## config.mk

```make
export PLATFORM = sky130hd
export DESIGN_NAME = card_status_irq
export DESIGN_NICKNAME = d
export VERILOG_FILES = /design/src/rtl/csi_pkg.sv /design/src/rtl/csi_sync.sv /design/src/rtl/csi_bat_fsm.sv /design/src/rtl/csi_regs.sv /design/src/rtl/card_status_irq.sv
export SDC_FILE = /design/constraint.sdc
export NUM_CORES = 1
export LEC_CHECK = 0
export ABC_CLOCK_PERIOD_IN_PS = 2350
export CORE_MARGIN = 5
export CORE_UTILIZATION = 55
export CTS_CLUSTER_SIZE = 14
export DETAILED_ROUTE_END_ITERATION = 16
export DONT_BUFFER_PORTS = 1
export GPL_TIMING_DRIVEN = 1
export PLACE_DENSITY = 0.7
export SYNTH_ARGS = -nofsm -noshare
export SYNTH_HDL_FRONTEND = slang
export SYNTH_SLANG_ARGS = --single-unit
```

## constraint.sdc

```tcl
create_clock -name clk -period 2.35 [get_ports clk]
set_clock_uncertainty 0.2 [all_clocks]
set_input_delay 0.235 -clock clk [delete_from_list [all_inputs] [get_ports clk]]
set_output_delay 0.235 -clock clk [all_outputs]
set_load 0.01 [all_outputs]
```

## src/rtl/csi_pkg.sv

```systemverilog
package csi_pkg;
    localparam int REG_W   = 4;
    localparam int BIT_CD  = 3;
    localparam int BIT_RDY = 2;
    localparam int BIT_BAT = 1;
    localparam logic [REG_W-1:0] RW_MASK = 4'b1110;

    typedef enum logic [1:0] {
        BAT_GOOD = 2'd0,
        BAT_WARN = 2'd1,
        BAT_LOST = 2'd2
    } bat_state_e;

    typedef enum logic {
        ARM_WAIT = 1'b0,
        ARM_LIVE = 1'b1
    } arm_state_e;

    // bvd[0] = BVD1, bvd[1] = BVD2
    function automatic bat_state_e bat_decode(input logic [1:0] bvd);
        if (!bvd[0])     return BAT_LOST;
        else if (bvd[1]) return BAT_GOOD;
        else             return BAT_WARN;
    endfunction
endpackage

```

## src/rtl/csi_sync.sv

```systemverilog
module csi_sync #(
    parameter int W      = 5,
    parameter int STAGES = 2
) (
    input  logic         clk,
    input  logic         rst_n,
    input  logic [W-1:0] d,
    output logic [W-1:0] q
);
    for (genvar i = 0; i < W; i++) begin : g_bit
        logic [STAGES-1:0] sh;
        always_ff @(posedge clk) begin
            if (!rst_n) sh <= '0;
            else        sh <= {sh[STAGES-2:0], d[i]};
        end
        assign q[i] = sh[STAGES-1];
    end
endmodule

```

## src/rtl/csi_bat_fsm.sv

```systemverilog
module csi_bat_fsm
    import csi_pkg::*;
(
    input  logic       clk,
    input  logic       rst_n,
    input  logic [1:0] bvd_s,
    input  logic       armed,
    input  logic       mem_mode,
    output bat_state_e state,
    output logic       warn_evt
);
    bat_state_e nxt;

    always_comb begin
        unique case (bat_decode(bvd_s))
            BAT_GOOD: nxt = BAT_GOOD;
            BAT_WARN: nxt = BAT_WARN;
            default:  nxt = BAT_LOST;
        endcase
    end

    always_ff @(posedge clk) begin
        if (!rst_n) state <= BAT_LOST;
        else        state <= nxt;
    end

    always_comb begin
        warn_evt = armed && mem_mode && (nxt == BAT_WARN) && (state != BAT_WARN);
    end
endmodule

```

## src/rtl/csi_regs.sv

```systemverilog
module csi_regs
    import csi_pkg::*;
(
    input  logic             clk,
    input  logic             rst_n,
    input  logic             wr_en,
    input  logic             addr,
    input  logic [REG_W-1:0] wdata,
    input  logic [REG_W-1:0] set_vec,
    output logic [REG_W-1:0] ctrl_q,
    output logic [REG_W-1:0] stat_q,
    output logic [REG_W-1:0] rdata
);
    logic [REG_W-1:0] clr_vec;

    always_comb clr_vec = (wr_en && addr) ? wdata : '0;

    always_ff @(posedge clk) begin
        if (!rst_n) begin
            ctrl_q <= '0;
            stat_q <= '0;
        end else begin
            if (wr_en && !addr) ctrl_q <= wdata & RW_MASK;
            stat_q <= ((stat_q & ~clr_vec) | set_vec) & RW_MASK;
        end
    end

    always_comb rdata = addr ? stat_q : ctrl_q;
endmodule

```

## src/rtl/card_status_irq.sv

```systemverilog
module card_status_irq
    import csi_pkg::*;
#(
    parameter int SYNC_STAGES = 2
) (
    input  logic       clk,
    input  logic       rst_n,
    input  logic [1:0] cd_pin,
    input  logic       rdy_pin,
    input  logic [1:0] bvd_pin,
    input  logic       mem_mode,
    input  logic       wr_en,
    input  logic       addr,
    input  logic [3:0] wdata,
    output logic [3:0] rdata,
    output logic       irq
);
    localparam int WARM    = SYNC_STAGES + 1;
    localparam int CNT_W   = $clog2(WARM + 1);
    localparam int PIN_CNT = 5;

    logic [PIN_CNT-1:0] pins_s;
    logic [1:0]         cd_s, bvd_s, cd_prev;
    logic               rdy_s, rdy_prev;
    arm_state_e         arm_q, arm_d;
    logic [CNT_W-1:0]   cnt_q;
    logic               armed;
    bat_state_e         bat_state;
    logic               bat_evt, cd_evt, rdy_evt;
    logic [REG_W-1:0]   set_vec, ctrl_q, stat_q, live_mask;

    csi_sync #(.W(PIN_CNT), .STAGES(SYNC_STAGES)) u_sync (
        .clk(clk), .rst_n(rst_n),
        .d({bvd_pin, rdy_pin, cd_pin}), .q(pins_s)
    );
    assign cd_s  = pins_s[1:0];
    assign rdy_s = pins_s[2];
    assign bvd_s = pins_s[4:3];

    // arming state machine: state register
    always_ff @(posedge clk) begin
        if (!rst_n) begin
            arm_q <= ARM_WAIT;
            cnt_q <= '0;
        end else begin
            arm_q <= arm_d;
            if (arm_q == ARM_WAIT) cnt_q <= cnt_q + 1'b1;
        end
    end

    // arming state machine: next state and outputs
    always_comb begin
        unique case (arm_q)
            ARM_WAIT: arm_d = (cnt_q == CNT_W'(WARM - 1)) ? ARM_LIVE : ARM_WAIT;
            ARM_LIVE: arm_d = ARM_LIVE;
            default:  arm_d = ARM_WAIT;
        endcase
        armed = (arm_q == ARM_LIVE);
    end

    always_ff @(posedge clk) begin
        if (!rst_n) begin
            cd_prev  <= '0;
            rdy_prev <= 1'b0;
        end else begin
            cd_prev  <= cd_s;
            rdy_prev <= rdy_s;
        end
    end

    csi_bat_fsm u_bat (
        .clk(clk), .rst_n(rst_n), .bvd_s(bvd_s), .armed(armed),
        .mem_mode(mem_mode), .state(bat_state), .warn_evt(bat_evt)
    );

    always_comb begin
        cd_evt  = armed && (cd_s != cd_prev);
        rdy_evt = armed && mem_mode && rdy_s && !rdy_prev;
        set_vec = '0;
        set_vec[BIT_CD]  = cd_evt;
        set_vec[BIT_RDY] = rdy_evt;
        set_vec[BIT_BAT] = bat_evt;
    end

    csi_regs u_regs (
        .clk(clk), .rst_n(rst_n), .wr_en(wr_en), .addr(addr), .wdata(wdata),
        .set_vec(set_vec), .ctrl_q(ctrl_q), .stat_q(stat_q), .rdata(rdata)
    );

    always_comb begin
        live_mask = '0;
        live_mask[BIT_CD]  = 1'b1;
        live_mask[BIT_RDY] = mem_mode;
        live_mask[BIT_BAT] = mem_mode;
        irq = |(stat_q & ctrl_q & live_mask);
    end
endmodule

```

==> metrics list, run 1 <==
- For this run the aggregate overflow at the end of global routing stands at 0.
- Number of library cell types mapped by synthesis: 24
- The first global-routing pass estimated 2.44 mm of wire.
- Hold buffer count at cts: 16
- Chip Width: 49.6 µm
- At the worst endpoint, the required time is approximately 2.4 ns.
- Post-CTS repair changed the size of 0 cells.
* Total GRT Usage: between 10% and 20%
- Worst slew pin tran: between 0.5 and 0.6 ns
- The core region is between 1000 and 1500 µm².
- In the final layout, the share of cells above drive strength 1 is under 10%.
* Maximum vdd ir drop: between 0.5 and 0.6 mV
* Sequential element share of the synthesized area: a little under three fifths
* Total Neg Setup Slack: 0 ns
- Final critical path time including I/O delays and setup: a little over 2 ns
- During placement, the flow inserted port buffers numbering 0.
- Worst path arrival time: 2.13 ns
- Area growth, synth to finish: 22.1%
- Counting cells, the worst reg-to-reg path comes to 3.
- Worst slack at placement: 1.16 ns
- Wire length per cell: 12.4 µm
- Setup repair after global routing left no endpoint under its margin.
- The worst setup path is launched from a primary input.
- Summing all multi-input logic gate instances after layout gives 347 µm².
* LEAKAGE: 0.428 nW
* Max-slew headroom at the worst pin: between 60% and 70%
* Number of placement rows: 14
- Initial antenna violation count: 0
- Registers take 480 µm².
* Worst path setup slack after routing: 0.279 ns
* Area of the mapped netlist: 861 µm²
* CTS root buf: sky130_fd_sc_hd__clkbuf_4
- Clk Latency, worst-skew pair: roughly 0.30 ns
* Final routed DRC violation total: 0
* Critical path capture point type: flop
- The layout has about 110 filler cells.
* Number of inserted diodes: 0
- Number of global-route vias before repair: about 520
- CTS tree: built
* Wire length reported by the detailed router: 1.39 mm
- Commonest non-fill, non-tap cells in the layout: 24 x sky130_fd_sc_hd__dfxtp_1, 16 x sky130_fd_sc_hd__dlygate4sd3_1, 15 x sky130_fd_sc_hd__and2_1, 5 x sky130_fd_sc_hd__nand3_1, 4 x sky130_fd_sc_hd__nand2_1
- Maximum capacitance violations: 0
* Setup fix buffers added after clock tree synthesis: 0
- After layout, the worst path uses 88.1% of the clock period.
- The number of max-slew violations in the final report is 0.
- The count of final hold-check violations is 0.
- The final layout contains between 100 and 150 nets.
* Kind of path behind the tightest hold check: primary input to flop
* Most common cell after layout, fill and taps aside: sky130_fd_sc_hd__dfxtp_1
* Mean area per synthesized cell: about 11 µm²
- In this run the power density over the cells is approximately 730 nW/µm².
- Slowest stage cell, crit path: sky130_fd_sc_hd__dlygate4sd3_1
* Cell-by-cell trace of the critical path: dlygate4sd3_1, and2_1, nand3_1, o21ai_0, dlygate4sd3_1
- For this configuration, the core starts out at a cell density of approximately 58%.
- Post-detailed-route count of antenna-violating nets: 0
* Synth Register Bits: 24
- Based on the critical path, the design can be clocked at up to between 400 and 500 MHz.
- Entering global routing, the biggest net connects 24 pins.
- Dpl hpwl: about 850 µm
- Via count normalized by instance count: approximately 4.9
- Along the worst hold path, the cell count comes to 3.
- Net count of the mapped netlist: 95
- The number of clock buffers added by TritonCTS is 3.
- Total number of vias: roughly 550
* CTS max path bufs: 2
- The largest single stage delay on the critical path is a little over 0.9 ns.
- Number of synthesis warnings: 0
- In this run the worst path has a maximum fanout of 23.
- The pre-antenna-repair detailed-routing pass consisted of 3 iterations.
* Boundary Pins: 19
- From bottom edge to top edge, the die measures 49.6 µm.
- The die covers approximately 2500 µm².
- Routability-driven placement finished with a final weighted congestion of between 0.6 and 0.7.
- Deepest level of the CTS H-tree: 1
- Number of sinks on the clock net: 24
- CP Class: primary input to flop
- Setup violations remaining at the end of the flow were counted as 0.
- In this design, the critical path's most frequently occurring cell is sky130_fd_sc_hd__dlygate4sd3_1.
- After clock tree synthesis, the clock-pin slew on the worst setup and hold paths is around 0.12 ns.
- The run finished with clean final reports.
- Post-Syn Instances: 80
- DRC marker count from the first detailed-route iteration: 1
path summary, 6_finish.rpt:
path / from / to / slack, ns
setup / recovery: rst_n / u_regs.stat_q[2]$_SDFF_PN0_ / 0.28
hold / removal: mem_mode / u_regs.stat_q[1]$_SDFF_PN0_ / 0.04
setup reg to reg: arm_q$_SDFF_PN0_ / u_regs.stat_q[2]$_SDFF_PN0_ / 0.87
hold reg to reg: u_sync.g_bit[4].sh[1]$_SDFF_PN0_ / u_bat.state[0]$_SDFF_PN0_ / 0.21
per-layer routing:
metal | part of all wire (%) | GRT usage (%) | vias to the layer above
met3 | 8.2 | 4.52 | 2
met2 | 47 | 20.3 | 19
met4 | 1.9 | 6.55 | 0
li1 | - | - | 288
met1 | 43 | 15.6 | 239
met5 | 0 | 0 | -
final cells by class:
type / count / share of cell area (%)
flip-flops and latches: 24 / 45.7
well taps: 16 / 1.90
repair buffers: 16 / 15.2
inverters: 2 / 0.714
clock buffers: 4 / 3.45
multi-input cells: 50 / 33.0
synth_stat cells (all sizes together):
cell type  count  area, µm²
nor2b          4       32.5
a21boi         2       15.0
buf            2       18.8
nor2           1       3.75
a22o           2       17.5
mux2           3       33.8
and4b          1       10.0
xor2           2       17.5
nand3          5       25.0
xnor2          1       8.76
and2          15       93.8
mux2i          3       30.0
conb           1       3.75
ha             1       12.5
o21a           1       7.51
nand2          4       15.0
dfxtp         24        480
o21ai          4       20.0
inv            2       7.51
clkbuf         2       7.51
sequential cells by signal (all words and copies together) (netlist names):
name,cells
u_bat.state,2
cnt_q,2
u_sync.g_bit.sh,10
cd_prev,2
rdy_prev,1
u_regs.stat_q,3
u_regs.ctrl_q,3
arm_q,1
logic make-up after synthesis:
kind of cell	after synthesis	share of synthesized area [%]
simple gates	30	20.9
flops	24	55.8
compound gates	9	6.98
mux	6	7.41
buf+inv	6	3.93
xor+xnor	3	3.05
fa+ha+maj	1	1.45
other cells	1	0.436
power by group:
group	switching (W)	internal [W]	total (W)	leakage, nW
logic	0.0000358	0.0000612	0.0000970	0.210
registers	0.0000254	0.000444	0.000469	0.197
clock network	0.000111	0.0000946	0.000206	0.0210
total	0.000172	0.000599	0.000772	0.428
worst max-delay path: cells and delay by family:
family          cells  cell delay (ns)
compound gates      1             0.13
buf+inv             2             1.46
simple gates        2             0.29
per-stage QoR:
stage	instance area [µm²]	std cells	utilization [%]	power (W)	hold WS [ns]
after floorplan	861	80	-	0.000543	0.162
after global placement	855	92	57.4	0.000544	0.129
after detailed placement	855	92	57.4	0.000549	0.139
after CTS	1050	112	70.6	0.000783	0.0312
after global routing	1050	112	70.6	0.000820	0.0351
final	1050	112	70.6	0.000772	0.0356
No activity file was read; power rests on OpenSTA's default activity.
==> run 2, diff against run 1 <==
Settings changed: SYNTH_HIERARCHICAL set to 1.
==> metrics list, run 2 <==
- Area growth, synth to finish: 11.7%
- The repair_antennas step left the layout with diodes totalling 0.
- Counting the fill cells in the layout gives roughly 120.
- Total Neg Setup Slack: 0 ns
- CTS built an H-tree with a depth of 1.
- CTS max path bufs: 2
* Number of sinks on the clock net: 24
- Power per cell area: 760 nW/µm²
- Cell-by-cell trace of the critical path: dlygate4sd3_1, o21ai_0, a31oi_1
- IR analysis of the VDD net gives a maximum drop of roughly 0.50 mV.
- Largest net degree at the start of global routing: 28
- 19 I/O pins were placed.
- The number of max-slew violations in the final report was 0.
- For this run, the total global-route usage over all layers was measured as 11.1%.
- CP Max Fanout: 27
* Final standard cell utilization of the core: about 66%
* Initial core utilization: 59.1%
- The die covers roughly 2600 µm².
- In this run switching power makes up 22.5% of total power.
* Fraction of the cycle the final worst path needs: ~66%
* Hold buffer count at cts: 10
* Final critical path time including I/O delays and setup: around 1.6 ns
- In the final layout, flip-flops and latches occupy between 400 and 500 µm².
- Summing over every cut layer, the via total after detailed routing is 568.
- In this run the most critical hold path is launched from mem_mode.
- Before antenna repair, the detailed router went through 4 iterations.
- The run finished with clean final reports.
* Final hold vios: 0
- In this run the worst hold path is classified as primary input to flop.
* Max frequency: 644 MHz
- Destination of the worst hold path: u_regs/stat_q[1]$_SDFF_PN0_
- The first global-routing pass estimated between 2 and 2.5 mm of wire.
- The number of buffers and inverters on the critical path is 1.
* Post-cts sizing count: 0
- Internal power contribution: 0.000598 W
- Final routed DRC violation total: 0
- Setup slack on the worst reg-to-reg path comes out at approximately 1.1 ns.
* Dpl hpwl: about 900 µm
* # placed instances: 96
* Final setup fails: 0
- Net count of the mapped netlist: about 100
* Unrepaired setup endpoints after global routing: no
- Relative contribution of sequential cells to total power: 60.7%
- The worst hold path was traced through 4 stages.
- The largest registers in the layout are u_sync/g_bit.sh (10), u_regs/ctrl_q (3), u_regs/stat_q (3).
* Worst reg2reg path startpoint: arm_q$_SDFF_PN0_
- At the later pin of the worst-skew pair, clock insertion delay measures about 0.30 ns.
- Cell Count, Final, Fillers Out: between 100 and 150
* GRT overflow: 0
- The via count of the first global-routing pass was 523.
- The worst register-to-register path ends at u_regs/stat_q[3]$_SDFF_PN0_.
* Fraction of final layout cells with drive strength greater than 1: around an eighth
- Tot Pwr: slightly below 0.0008 W
- The most critical setup path has its startpoint at rst_n.
- Length in cells of the worst reg-to-reg path: 3
- Post-CTS timing repair inserted 0 buffers for setup.
* Post-detailed-route count of antenna-violating nets: 0
- Area occupied by multi-input gates: ~360 µm²
- On the worst path, the slowest cell contributes a delay of just under 1 ns.
- Global placer's final weighted congestion: about 0.72
- Wire length per cell: around 11 µm
- The top cell types in the final layout, fill and taps aside, are 24 x sky130_fd_sc_hd__dfxtp_1, 15 x sky130_fd_sc_hd__and2_1, 10 x sky130_fd_sc_hd__dlygate4sd3_1, 8 x sky130_fd_sc_hd__nand2_1, 5 x sky130_fd_sc_hd__inv_1.
- Via count normalized by instance count: ~5.2
- Met1 Track Usage GR: between 10 and 15%
- Nets: 110
* Crit. path cell count: 3
- Worst Path Required: between 2 and 2.5 ns
- Max-slew headroom at the worst pin: a little over half
- The first routing iteration left 8 violations.
* Combinational fraction of design power: 13.0%
* Standard cell core area: ~1500 µm²
- The initialized floorplan defines 14 standard-cell rows.
- Count of buffers from port buffering: 0
- Most common cell after layout, fill and taps aside: sky130_fd_sc_hd__dfxtp_1
- The average instance in the mapped netlist occupies approximately 10 µm².
- The tree is rooted in a sky130_fd_sc_hd__clkbuf_4.
* Chip Width: between 50 and 60 µm
- Fraction of met2 tracks used by global routing: a little under a fifth
* Tightest hold margin: approximately 0.0081 ns
- Flip-flop count of the largest register after layout: 10
- Clock input transition at the sequential cells of the worst setup and hold paths: around 0.12 ns
- Met3 layer usage reported by global route: approximately 4.4%
- Maximum capacitance violations: 0
- Worst path arrival time: around 1.6 ns
- The die is between 50 and 60 µm tall.
- Area of the mapped netlist: just over 900 µm²
* Slowest stage cell, crit path: sky130_fd_sc_hd__dlygate4sd3_1
- TritonCTS built the clock tree.
- In this run, CTS created clock tree buffers numbering 3.
- Number of synthesis warnings: 6
- STA classifies the critical path startpoint as a primary input.
- Critical path capture point type: flop
* Initial antenna violation count: 0
* Wire length reported by the detailed router: ~1.3 mm
* LEAKAGE: roughly 0.41 nW
* CP Class: primary input to flop
- The share of total power dissipated in the clock network is 26.3%.
* Worst slew pin tran: 0.698 ns
- Post-Syn Instances: between 80 and 90
- The analysis attributes to net switching a power of ~0.00017 W.
- Broken down by cell family, the worst path's largest delay share belongs to buffers and inverters.
- The register with the most flip-flops in the final layout is u_sync/g_bit.sh.
- Grt peak-use layer: met2
run 2: cell types whose count changed in the layout (fill, tap and decap cells not counted), sizes merged, moves of 2 or more:
cell / change
dlygate4sd3: -6
nand3: -5
nand2: +4
a31oi: +3
inv: +3
nor2b: -3
xnor2: +2
xor2: -2
run 2: metal layers:
layer / share of wire, % / up-vias
met4: 0 / 0
met3: 9.2 / 0
li1: - / 295
met1: 44 / 256
met2: 47 / 17
met5: 0 / -
run 2: worst max-delay path by stage:
| stage | to |
|---|---|
| 2_1_floorplan | cnt_q[1]$_SDFFE_PN0N_ |
| 3_3_place_gp | cnt_q[1]$_SDFFE_PN0N_ |
| 3_5_place_dp | cnt_q[1]$_SDFFE_PN0N_ |
| 4_1_cts | u_regs/stat_q[3]$_SDFF_PN0_ |
| 5_1_grt | u_regs/stat_q[1]$_SDFF_PN0_ |
| 6_report | u_regs/stat_q[3]$_SDFF_PN0_ |
run 2: stage by stage:
stage / setup slack [ns] / area [µm²]
2_1_floorplan: 1.13 / 911
3_3_place_gp: 1.11 / 881
3_5_place_dp: 1.11 / 881
4_1_cts: 0.799 / 1020
5_1_grt: 0.622 / 1020
6_report: 0.797 / 1020
run 2: layout make-up:
cell class              instances  share of cell area, %
clock buffers                   4                   3.57
flip-flops and latches         24                   47.2
multi-input cells              51                   35.5
well taps                      16                   1.97
repair buffers                 10                   9.84
inverters                       5                   1.85
run 2: worst min-delay path, stage by stage:
cell                       delay [ns]
sky130_fd_sc_hd__nand4b_1        0.09
sky130_fd_sc_hd__a21oi_2         0.04
sky130_fd_sc_hd__inv_1           0.05
sky130_fd_sc_hd__a31oi_1         0.07
run 2: power groups by stage:
| stage | clock, W | combinational [W] | sequential [W] |
|---|---|---|---|
| 6_report | 0.000203 | 0.000100 | 0.000469 |
| 5_1_grt | 0.000238 | 0.000114 | 0.000476 |
| 4_1_cts | 0.000214 | 0.000101 | 0.000470 |
| 3_5_place_dp | 0 | 0.0000817 | 0.000480 |
| 3_3_place_gp | 0 | 0.0000800 | 0.000477 |
| 2_1_floorplan | 0 | 0.0000825 | 0.000472 |
